[config.mk]
export PLATFORM = sky130hd
export DESIGN_NAME = warp_issue_sched
export DESIGN_NICKNAME = d
export VERILOG_FILES = /design/src/rtl/wis_pkg.sv /design/src/rtl/wis_barrier.sv /design/src/rtl/wis_elig.sv /design/src/rtl/wis_rr_arb.sv /design/src/rtl/warp_issue_sched.sv
export SDC_FILE = /design/constraint.sdc
export NUM_CORES = 1
export LEC_CHECK = 0
export ABC_AREA = 1
export BUFFER_PORTS_ARGS = -buffer_cell sky130_fd_sc_hd__clkbuf_2
export CAP_MARGIN = 40
export CORE_MARGIN = 10
export CORE_UTILIZATION = 45
export DETAILED_ROUTE_END_ITERATION = 10
export GPL_ROUTABILITY_DRIVEN = 0
export GPL_TIMING_DRIVEN = 0
export PLACE_DENSITY = 0.76
export SETUP_SLACK_MARGIN = 0.2
export SLEW_MARGIN = 0
export SYNTH_ARGS = -nofsm -noshare
export SYNTH_HDL_FRONTEND = slang
export SYNTH_SLANG_ARGS = --single-unit
[constraint.sdc]
create_clock -name clk_i -period 3.2 [get_ports clk_i]
set_clock_uncertainty 0.2 [all_clocks]
set_input_delay 0.64 -clock clk_i [delete_from_list [all_inputs] [get_ports clk_i]]
set_output_delay 0.64 -clock clk_i [all_outputs]
set_load 0.05 [all_outputs]
[src/rtl/wis_pkg.sv]
package wis_pkg;
  function automatic int unsigned wrap_add(int unsigned base, int unsigned step, int unsigned n);
    int unsigned s;
    s = base + step;
    if (s >= n) s = s - n;
    return s;
  endfunction
endpackage

[src/rtl/wis_barrier.sv]
module wis_barrier #(
  parameter int NUM_WARPS = 8,
  parameter int BLK_W     = 3,
  localparam int IDX_W    = $clog2(NUM_WARPS)
) (
  input  logic                       clk_i,
  input  logic                       rst_ni,
  input  logic [NUM_WARPS-1:0]       valid_i,
  input  logic [NUM_WARPS*BLK_W-1:0] blk_i,
  input  logic                       arrive_i,
  input  logic [IDX_W-1:0]           arrive_idx_i,
  output logic [NUM_WARPS-1:0]       wait_o,
  output logic [NUM_WARPS-1:0]       hold_o,
  output logic [NUM_WARPS-1:0]       rel_mask_o,
  output logic                       release_o
);
  logic [NUM_WARPS-1:0] wait_q, wait_d, arr_oh, same_blk, covered;
  logic [BLK_W-1:0]     arr_blk;
  logic                 done;

  assign arr_blk = blk_i[arrive_idx_i*BLK_W +: BLK_W];

  for (genvar w = 0; w < NUM_WARPS; w++) begin : g_warp
    assign arr_oh[w]   = arrive_i && (arrive_idx_i == IDX_W'(w));
    assign same_blk[w] = valid_i[w] && (blk_i[w*BLK_W +: BLK_W] == arr_blk);
    assign covered[w]  = !same_blk[w] || wait_q[w] || arr_oh[w];
  end

  assign done       = arrive_i && (&covered);
  assign release_o  = done;
  assign rel_mask_o = done ? same_blk : '0;
  assign hold_o     = done ? '0 : arr_oh;

  always_comb begin
    wait_d = (wait_q | hold_o) & ~rel_mask_o & valid_i;
  end

  always_ff @(posedge clk_i or negedge rst_ni) begin
    if (!rst_ni) wait_q <= '0;
    else         wait_q <= wait_d;
  end

  assign wait_o = wait_q;
endmodule

[src/rtl/wis_elig.sv]
module wis_elig #(
  parameter int NUM_WARPS = 8
) (
  input  logic [NUM_WARPS-1:0] valid_i,
  input  logic [NUM_WARPS-1:0] stall_i,
  input  logic [NUM_WARPS-1:0] wait_i,
  input  logic [NUM_WARPS-1:0] hold_i,
  output logic [NUM_WARPS-1:0] elig_o
);
  for (genvar w = 0; w < NUM_WARPS; w++) begin : g_el
    assign elig_o[w] = valid_i[w] & ~stall_i[w] & ~wait_i[w] & ~hold_i[w];
  end
endmodule

[src/rtl/wis_rr_arb.sv]
module wis_rr_arb
  import wis_pkg::*;
#(
  parameter int NUM_WARPS = 8,
  localparam int IDX_W    = $clog2(NUM_WARPS)
) (
  input  logic [NUM_WARPS-1:0] req_i,
  input  logic [IDX_W-1:0]     last_i,
  output logic                 gnt_valid_o,
  output logic [IDX_W-1:0]     gnt_idx_o
);
  always_comb begin
    int unsigned c;
    gnt_valid_o = 1'b0;
    gnt_idx_o   = last_i;
    for (int i = 1; i <= NUM_WARPS; i++) begin
      c = wrap_add(32'(last_i), 32'(i), 32'(NUM_WARPS));
      if (!gnt_valid_o && req_i[c]) begin
        gnt_valid_o = 1'b1;
        gnt_idx_o   = IDX_W'(c);
      end
    end
  end
endmodule

[src/rtl/warp_issue_sched.sv]
module warp_issue_sched #(
  parameter int NUM_WARPS = 8,
  parameter int BLK_W     = 3,
  localparam int IDX_W    = $clog2(NUM_WARPS)
) (
  input  logic                       clk_i,
  input  logic                       rst_ni,
  input  logic [NUM_WARPS-1:0]       warp_valid_i,
  input  logic [NUM_WARPS-1:0]       warp_stall_i,
  input  logic [NUM_WARPS*BLK_W-1:0] warp_blk_i,
  input  logic                       bar_arrive_i,
  output logic                       issue_valid_o,
  output logic [IDX_W-1:0]           issue_warp_o
);
  logic [NUM_WARPS-1:0] wait_q, hold, rel_mask, elig;
  logic                 release_w, gnt_valid, arrive;
  logic [IDX_W-1:0]     gnt_idx;

  assign arrive = bar_arrive_i && issue_valid_o;

  wis_barrier #(.NUM_WARPS(NUM_WARPS), .BLK_W(BLK_W)) i_barrier (
    .clk_i, .rst_ni,
    .valid_i(warp_valid_i), .blk_i(warp_blk_i),
    .arrive_i(arrive), .arrive_idx_i(issue_warp_o),
    .wait_o(wait_q), .hold_o(hold), .rel_mask_o(rel_mask), .release_o(release_w)
  );

  wis_elig #(.NUM_WARPS(NUM_WARPS)) i_elig (
    .valid_i(warp_valid_i), .stall_i(warp_stall_i),
    .wait_i(wait_q), .hold_i(hold), .elig_o(elig)
  );

  wis_rr_arb #(.NUM_WARPS(NUM_WARPS)) i_arb (
    .req_i(elig), .last_i(issue_warp_o),
    .gnt_valid_o(gnt_valid), .gnt_idx_o(gnt_idx)
  );

  always_ff @(posedge clk_i or negedge rst_ni) begin
    if (!rst_ni) begin
      issue_valid_o <= 1'b0;
      issue_warp_o  <= IDX_W'(NUM_WARPS - 1);
    end else begin
      issue_valid_o <= gnt_valid;
      if (gnt_valid) issue_warp_o <= gnt_idx;
    end
  end
endmodule

Yosys cells after proc, flatten, opt, wreduce, memory -nomap -nowiden
Cells that the tools add are included.
Widths: inputs -> output; s select.
{"block": "totals", "register_bits": 12, "in_bits": 43, "elab_cells": 206}
{"block": "op_classes", "add_sub_neg": 16, "n_mul": 1, "order_cmp": 16, "n_eq_ne": 15, "n_shift": 1, "n_mux": 42, "n_bitwise": 52, "reduce_logical": 60}
{"op": "$ge 32x4->1 const B", "count": 8}
{"op": "$lt 32x4->1 const B", "count": 8}
{"op": "$mux 32", "count": 8}
{"op": "$sub 32x4->32 const B", "count": 8}
{"op": "$logic_and 1x1->1", "count": 25}
{"op": "$and 1x1->1", "count": 24}
{"op": "$bmux 1 s3", "count": 8}
{"op": "$eq 3x3->1", "count": 8}
{"op": "$mux 3", "count": 8}
{"op": "$not 1->1", "count": 24}
{"op": "$shiftx 24x6->3", "count": 1}
{"op": "$add 3x3->4 const B", "count": 4}
{"op": "$and 8x8->8", "count": 2}
{"op": "$logic_or 1x1->1", "count": 16}
{"op": "$mux 1", "count": 16}
{"op": "$mux 8", "count": 2}
{"op": "$logic_not 1->1", "count": 15}
{"op": "$eq 3x3->1 const B", "count": 4}
{"op": "$add 3x2->4 const B", "count": 2}
{"op": "$not 8->8", "count": 1}
{"op": "$or 8x8->8", "count": 1}
{"op": "$reduce_and 8->1", "count": 1}
{"op": "$reduce_bool 8->1", "count": 1}
{"op": "$eq 3x2->1 const B", "count": 2}
{"op": "6 further kinds", "count": 6}

Depth between registers and ports, before layout
{"block": "depth", "depth_word": 37, "depth_mapped": 28, "ltp_nobuf": 27}

Modules after synthesis
A second synthesis with hierarchy kept.
{"block": "hier_totals", "cells_unflattened": 466, "area_unflattened_um2": 2612.5}
{"module": "wis_barrier", "n_inst": 1, "cells_each": 271, "area_each_um2": 1496.4, "seq_area_each_um2": 200.2}
{"module": "wis_rr_arb", "n_inst": 1, "cells_each": 131, "area_each_um2": 787.0, "seq_area_each_um2": 0.0}
{"module": "wis_elig", "n_inst": 1, "cells_each": 48, "area_each_um2": 180.2, "seq_area_each_um2": 0.0}
{"module": "warp_issue_sched", "n_inst": 1, "cells_each": 16, "area_each_um2": 148.9, "seq_area_each_um2": 103.8}

Worst setup path after synthesis
Ideal clock, no wire load.
{"block": "synth_timing", "path_type": "register to register", "start": "reg issue_warp_o[0]", "end": "reg issue_warp_o[1]", "setup_ns": 0.068, "t_arrival_ns": 3.049, "required_ns": 2.932, "slack_ns": -0.117, "path_stages_with_launch": 23, "period_less_slack_ns": 3.317, "path_cell_list": "dfstp_2 inv_2 buf_6 buf_2 ha_1 inv_1 nor3_1 or2_2 nor2_1 nor2_1 nand2_4 nand2_1 nand3_1 nand3_1 nand2_1 nand2_1 nand2_4 nand3_2 nor2_4 nand4_1 nand2_1 nor2_1 a21oi_2"}
{"block": "synth_between", "elab_chain_cells": 37}
{"item": "from (decl)", "line": "warp_issue_sched.sv:13", "source": "output logic [IDX_W-1:0] issue_warp_o"}
{"item": "from (signal assigned)", "line": "warp_issue_sched.sv:41", "source": "issue_warp_o <= IDX_W'(NUM_WARPS - 1);"}
{"item": "from (signal assigned)", "line": "warp_issue_sched.sv:44", "source": "if (gnt_valid) issue_warp_o <= gnt_idx;"}
{"item": "$mul 3x2->5", "line": "wis_barrier.sv:21", "source": "assign arr_blk = blk_i[arrive_idx_i*BLK_W +: BLK_W];"}
{"item": "$shiftx 24x6->3", "line": "wis_barrier.sv:21"}
{"item": "$eq 3x3->1", "line": "wis_barrier.sv:25", "source": "assign same_blk[w] = valid_i[w] && (blk_i[w*BLK_W +: BLK_W] == arr_blk);"}
{"item": "$logic_and 1x1->1", "line": "wis_barrier.sv:25"}
{"item": "$logic_not 1->1", "line": "wis_barrier.sv:26", "source": "assign covered[w] = !same_blk[w] || wait_q[w] || arr_oh[w];"}
{"item": "$logic_or 1x1->1 (2 in a row)", "line": "wis_barrier.sv:26"}
{"item": "$reduce_and 8->1", "line": "wis_barrier.sv:29", "source": "assign done = arrive_i && (&covered);"}
{"item": "$logic_and 1x1->1", "line": "wis_barrier.sv:29"}
{"item": "(+20 left out)"}
{"item": "$mux 1", "line": "wis_rr_arb.sv:18", "source": "if (!gnt_valid_o && req_i[c]) begin"}
{"item": "$logic_not 1->1", "line": "wis_rr_arb.sv:18"}
{"item": "$logic_and 1x1->1", "line": "wis_rr_arb.sv:18"}
{"item": "$mux 1", "line": "wis_rr_arb.sv:18"}
{"item": "$logic_not 1->1", "line": "wis_rr_arb.sv:18"}
{"item": "$logic_and 1x1->1", "line": "wis_rr_arb.sv:18"}
{"item": "$reduce_bool 8->1 (no source line) or $mux 1 (tied branches)"}
{"item": "$reduce_and 2->1 (no source line)"}
Parallel ways exist; a longest one is shown, timed or not. The select of a mux whose other input is x is not followed.
A chain may end at the register's enable or synchronous reset.

Worst setup path in the final report
{"block": "layout_timing", "start": "reg issue_warp_o[1]", "end": "reg issue_warp_o[0]"}
The elaborated chain is that of the path after synthesis.

==> flow_results.org <==
** Final layout
- Across the whole layout, storage elements account for 312 sq um.
- At the end of the flow, the number of nets in the layout was 536.
- Summing all multi-input logic gate instances after layout gives 2300 sq um.
- Synthesis-to-layout area growth :: 65.4%
- The finished layout holds 551 standard cells, fillers aside.
- Number of fill cells in the layout :: 304
- Ant diodes :: 0
- The library cell used most frequently in the layout, excluding fill and tap cells, is nand2_1.
- The library cells used most frequently in the layout, excluding fill and tap cells, are 90 x nand2_1, 47 x inv_1, 47 x clkbuf_2, 31 x nand2_2, 31 x nand3_2.
- In the final layout, the share of cells above drive strength 1 is 0.512.

** Clocking
- Buffer cell driving the clock tree root :: clkbuf_8
- Clock slew at the register clock pins of the worst setup and hold paths :: 0.06 ns
- Depth of the CTS H-tree :: 1
- Counting the buffers created by CTS gives 3.
- CTS saw 12 sinks.
- Clock network latency to the later pin of the worst-skew pair :: 0.25 ns
- TritonCTS clock tree :: yes
- Number of buffers on the longest clock path :: 2

** Yosys
- After synthesis, the mean cell area works out to 5.48 sq um.
- The share of the Yosys chip area taken by registers is 0.139.
- The largest total area in the synthesized netlist belongs to nand2_1.
- Largest cells by area after synthesis :: nand2_1 22%, nand3_1 15%, dfrtp_1 10%, inv_1 8.7%, nor2_1 6.0%
- In this run, distinct cell masters in the synthesized netlist total 34.
- Summing every instance area after synthesis gives 2190 sq um.
- Post-Synthesis Net Count :: 451
- Synthesis handed over a netlist of 400 instances.
- Yosys warns :: 0
- The share of synthesized area in the top cell type comes to 0.219.
- After synthesis the netlist holds a flip-flop and latch count of 12.

** Die
- Die area :: 8070 sq um
- In this run the horizontal extent of the chip is 89.8 um.
- Total I/O pin count :: 47
- Standard-cell row count :: 25
- The core region is 4720 sq um.
- The initial utilization of the core area, before any placement, comes to 0.464.
- In this run the vertical extent of the chip is 89.8 um.

** STA
- Setup violators final :: 4
- For the pin with the worst max-slew slack, the measured transition is 0.686 ns.
- Final hold analysis gives a worst-case slack of 0.0861 ns.
- RSZ-0062 raised after global routing :: yes
- Min setup slack post-route :: -0.470 ns
- Pins over their slew limit :: 0
- The final-report hold violation count came to 0.
- Maximum clock rate :: 272 MHz
- Final period demand of the worst path :: 3.67 ns
- In the finished design, the share of the clock period the worst path needs comes to 1.15.
- In this run the tightest slew margin relative to its limit is 0.539.

** Routing
- In this run, the number of DRC markers left after iteration 0 of detailed routing was 380.
- DRC Markers :: 0
- Wire length per cell after detailed routing :: 17.4 um
- Total number of vias :: 3,205
- Detailed Route WL :: 9570 um
- Once detail routing completed, the nets flagged for antenna violations numbered 0.
- Post-DR vias/cell :: 5.82
- The first TritonRoute pass finished after 5 iterations.

** Global routing
- Across every metal layer, demand over resource in global routing totals 0.188.
- Entering global routing, the biggest net connects 13 pins.
- Remaining global-route overflow :: 0
- The number of antenna violations at the first check in global routing is 0.
- First-pass GRT wire length :: 13,100 um
- The number of global-route vias before repair was 2,846.

** Worst setup path
- Counting buffers and inverters, the worst setup path is 25 cells deep.
- Largest fanout of any net on the critical path :: 6
- Type of element launching the critical path :: flip-flop
- Reg2Reg Setup Slack :: -0.47 ns
- The startpoint identified for the worst register-to-register timing path is issue_warp_o[1]$_DFFE_PN1P_.
- Top delay family on crit path :: simple AND/OR/NAND/NOR gates
- Delay contributed by the slowest stage of the critical path :: 0.57 ns
- Nature of the critical path endpoint :: flip-flop
- Category of the critical setup timing path :: reg -> reg
- Data required time of the critical path :: 3.18 ns
- The critical path contains buffers and inverters numbering 3 combined.
- Critical path destination :: issue_warp_o[0]$_DFFE_PN1P_
- Arrival time of the worst setup path :: 3.65 ns
- Measured in cells, the most critical reg-to-reg path has a length of 25.
- Reg2Reg Capture Point :: issue_warp_o[0]$_DFFE_PN1P_
- The largest individual stage delay along the critical path comes from the cell dfstp_2.
- Critical Path Source :: issue_warp_o[1]$_DFFE_PN1P_

** Worst hold path
- Type of the most critical hold path :: in -> async

** Placed design
- Buffers on Ports :: 46
- Placed cells :: 513
- Post-detailed-placement half-perimeter wirelength :: 5800 um

** Run status
- Failing checks :: negative setup slack
- Status :: finished with violations

** Job
- Number of max-cap violations :: 0
[registers in the layout, indices dropped and copies added (netlist names)]
name and cells:
i_barrier.wait_o 8, issue_warp_o 3, issue_valid_o 1
[layer usage]
metal | track usage | wire (um)
met5 | 0 | 0
met4 | 0.0296 | 391
met3 | 0.0416 | 964
met2 | 0.309 | 4420
met1 | 0.246 | 3790
[worst min path at each step]
stage	to	start	cells past startpoint	slack (ns)
global route	i_barrier.wait_o[2]$_DFF_PN0_	rst_ni	1	0.10
CTS	issue_valid_o$_DFF_PN0_	rst_ni	1	0.09
finish	i_barrier.wait_o[4]$_DFF_PN0_	rst_ni	1	0.09
global placement	i_barrier.wait_o[0]$_DFF_PN0_	i_barrier.wait_o[0]$_DFF_PN0_	2	0.31
detailed placement	i_barrier.wait_o[0]$_DFF_PN0_	i_barrier.wait_o[0]$_DFF_PN0_	2	0.33
floorplan	i_barrier.wait_o[0]$_DFF_PN0_	rst_ni	0	0.14
[repair_timing]
item,CTS,global route
setup endpoints to repair,12,12
cloned,4,0
pin swaps,20,52
hold buffers,0,0
setup buffers,6,24
resized for setup,64,102
[cells by family after synthesis]
| logic type | count (synthesis) | share of synthesized area |
|---|---|---|
| AND/OR/NAND/NOR | 276 | 0.580 |
| buffers and inverters | 67 | 0.134 |
| AO/OA/AOI/OAI | 37 | 0.102 |
| flip-flops | 12 | 0.139 |
| adder cells (fa/ha/maj) | 8 | 0.0456 |
[through the flow]
| stage | setup WS [ns] | TNS (ns) | util | area, sq um |
|---|---|---|---|---|
| finish | -0.470 | -1.79 | 0.768 | 3630 |
| global route | -0.737 | -2.72 | 0.768 | 3630 |
| CTS | -0.283 | -1.08 | 0.638 | 3010 |
| detailed placement | -0.557 | -2.13 | 0.553 | 2610 |
| global placement | -0.492 | -1.88 | 0.553 | 2610 |
| floorplan | -0.0566 | -0.117 | - | 2300 |
[cell usage after synthesis]
master	n
inv_2	5
o211ai_1	1
nand3b_1	2
buf_6	4
ha_1	8
a311oi_1	5
clkbuf_1	1
inv_4	1
a21oi_2	1
dfrtp_1	9
o21ai_0	8
nor2_1	35
inv_1	51
o21ai_1	5
or2_2	2
nor4_1	1
o2111ai_1	1
clkinv_1	1
nor2_2	4
nand3_1	64
nand2_2	8
nand3_2	4
a21oi_1	13
nor3_1	13
dfstp_2	3
nand2_1	128
buf_4	2
nand2_4	2
nor2_4	4
o21ai_2	2
nand4_1	7
nor3b_1	2
buf_2	2
o22ai_1	1
[final cells by class]
| cell class | count | share of cell area |
|---|---|---|
| inverter | 58 | 0.0641 |
| clock buffer | 4 | 0.0152 |
| multi-input combinational | 323 | 0.633 |
| buffer | 9 | 0.0352 |
| timing repair buffer | 78 | 0.143 |
| sequential | 12 | 0.0859 |
| tap | 67 | 0.0231 |
Power is left out: the tool's default activity adds up to more than one toggle a clock period on the data nets, which glitch-free logic cannot reach.
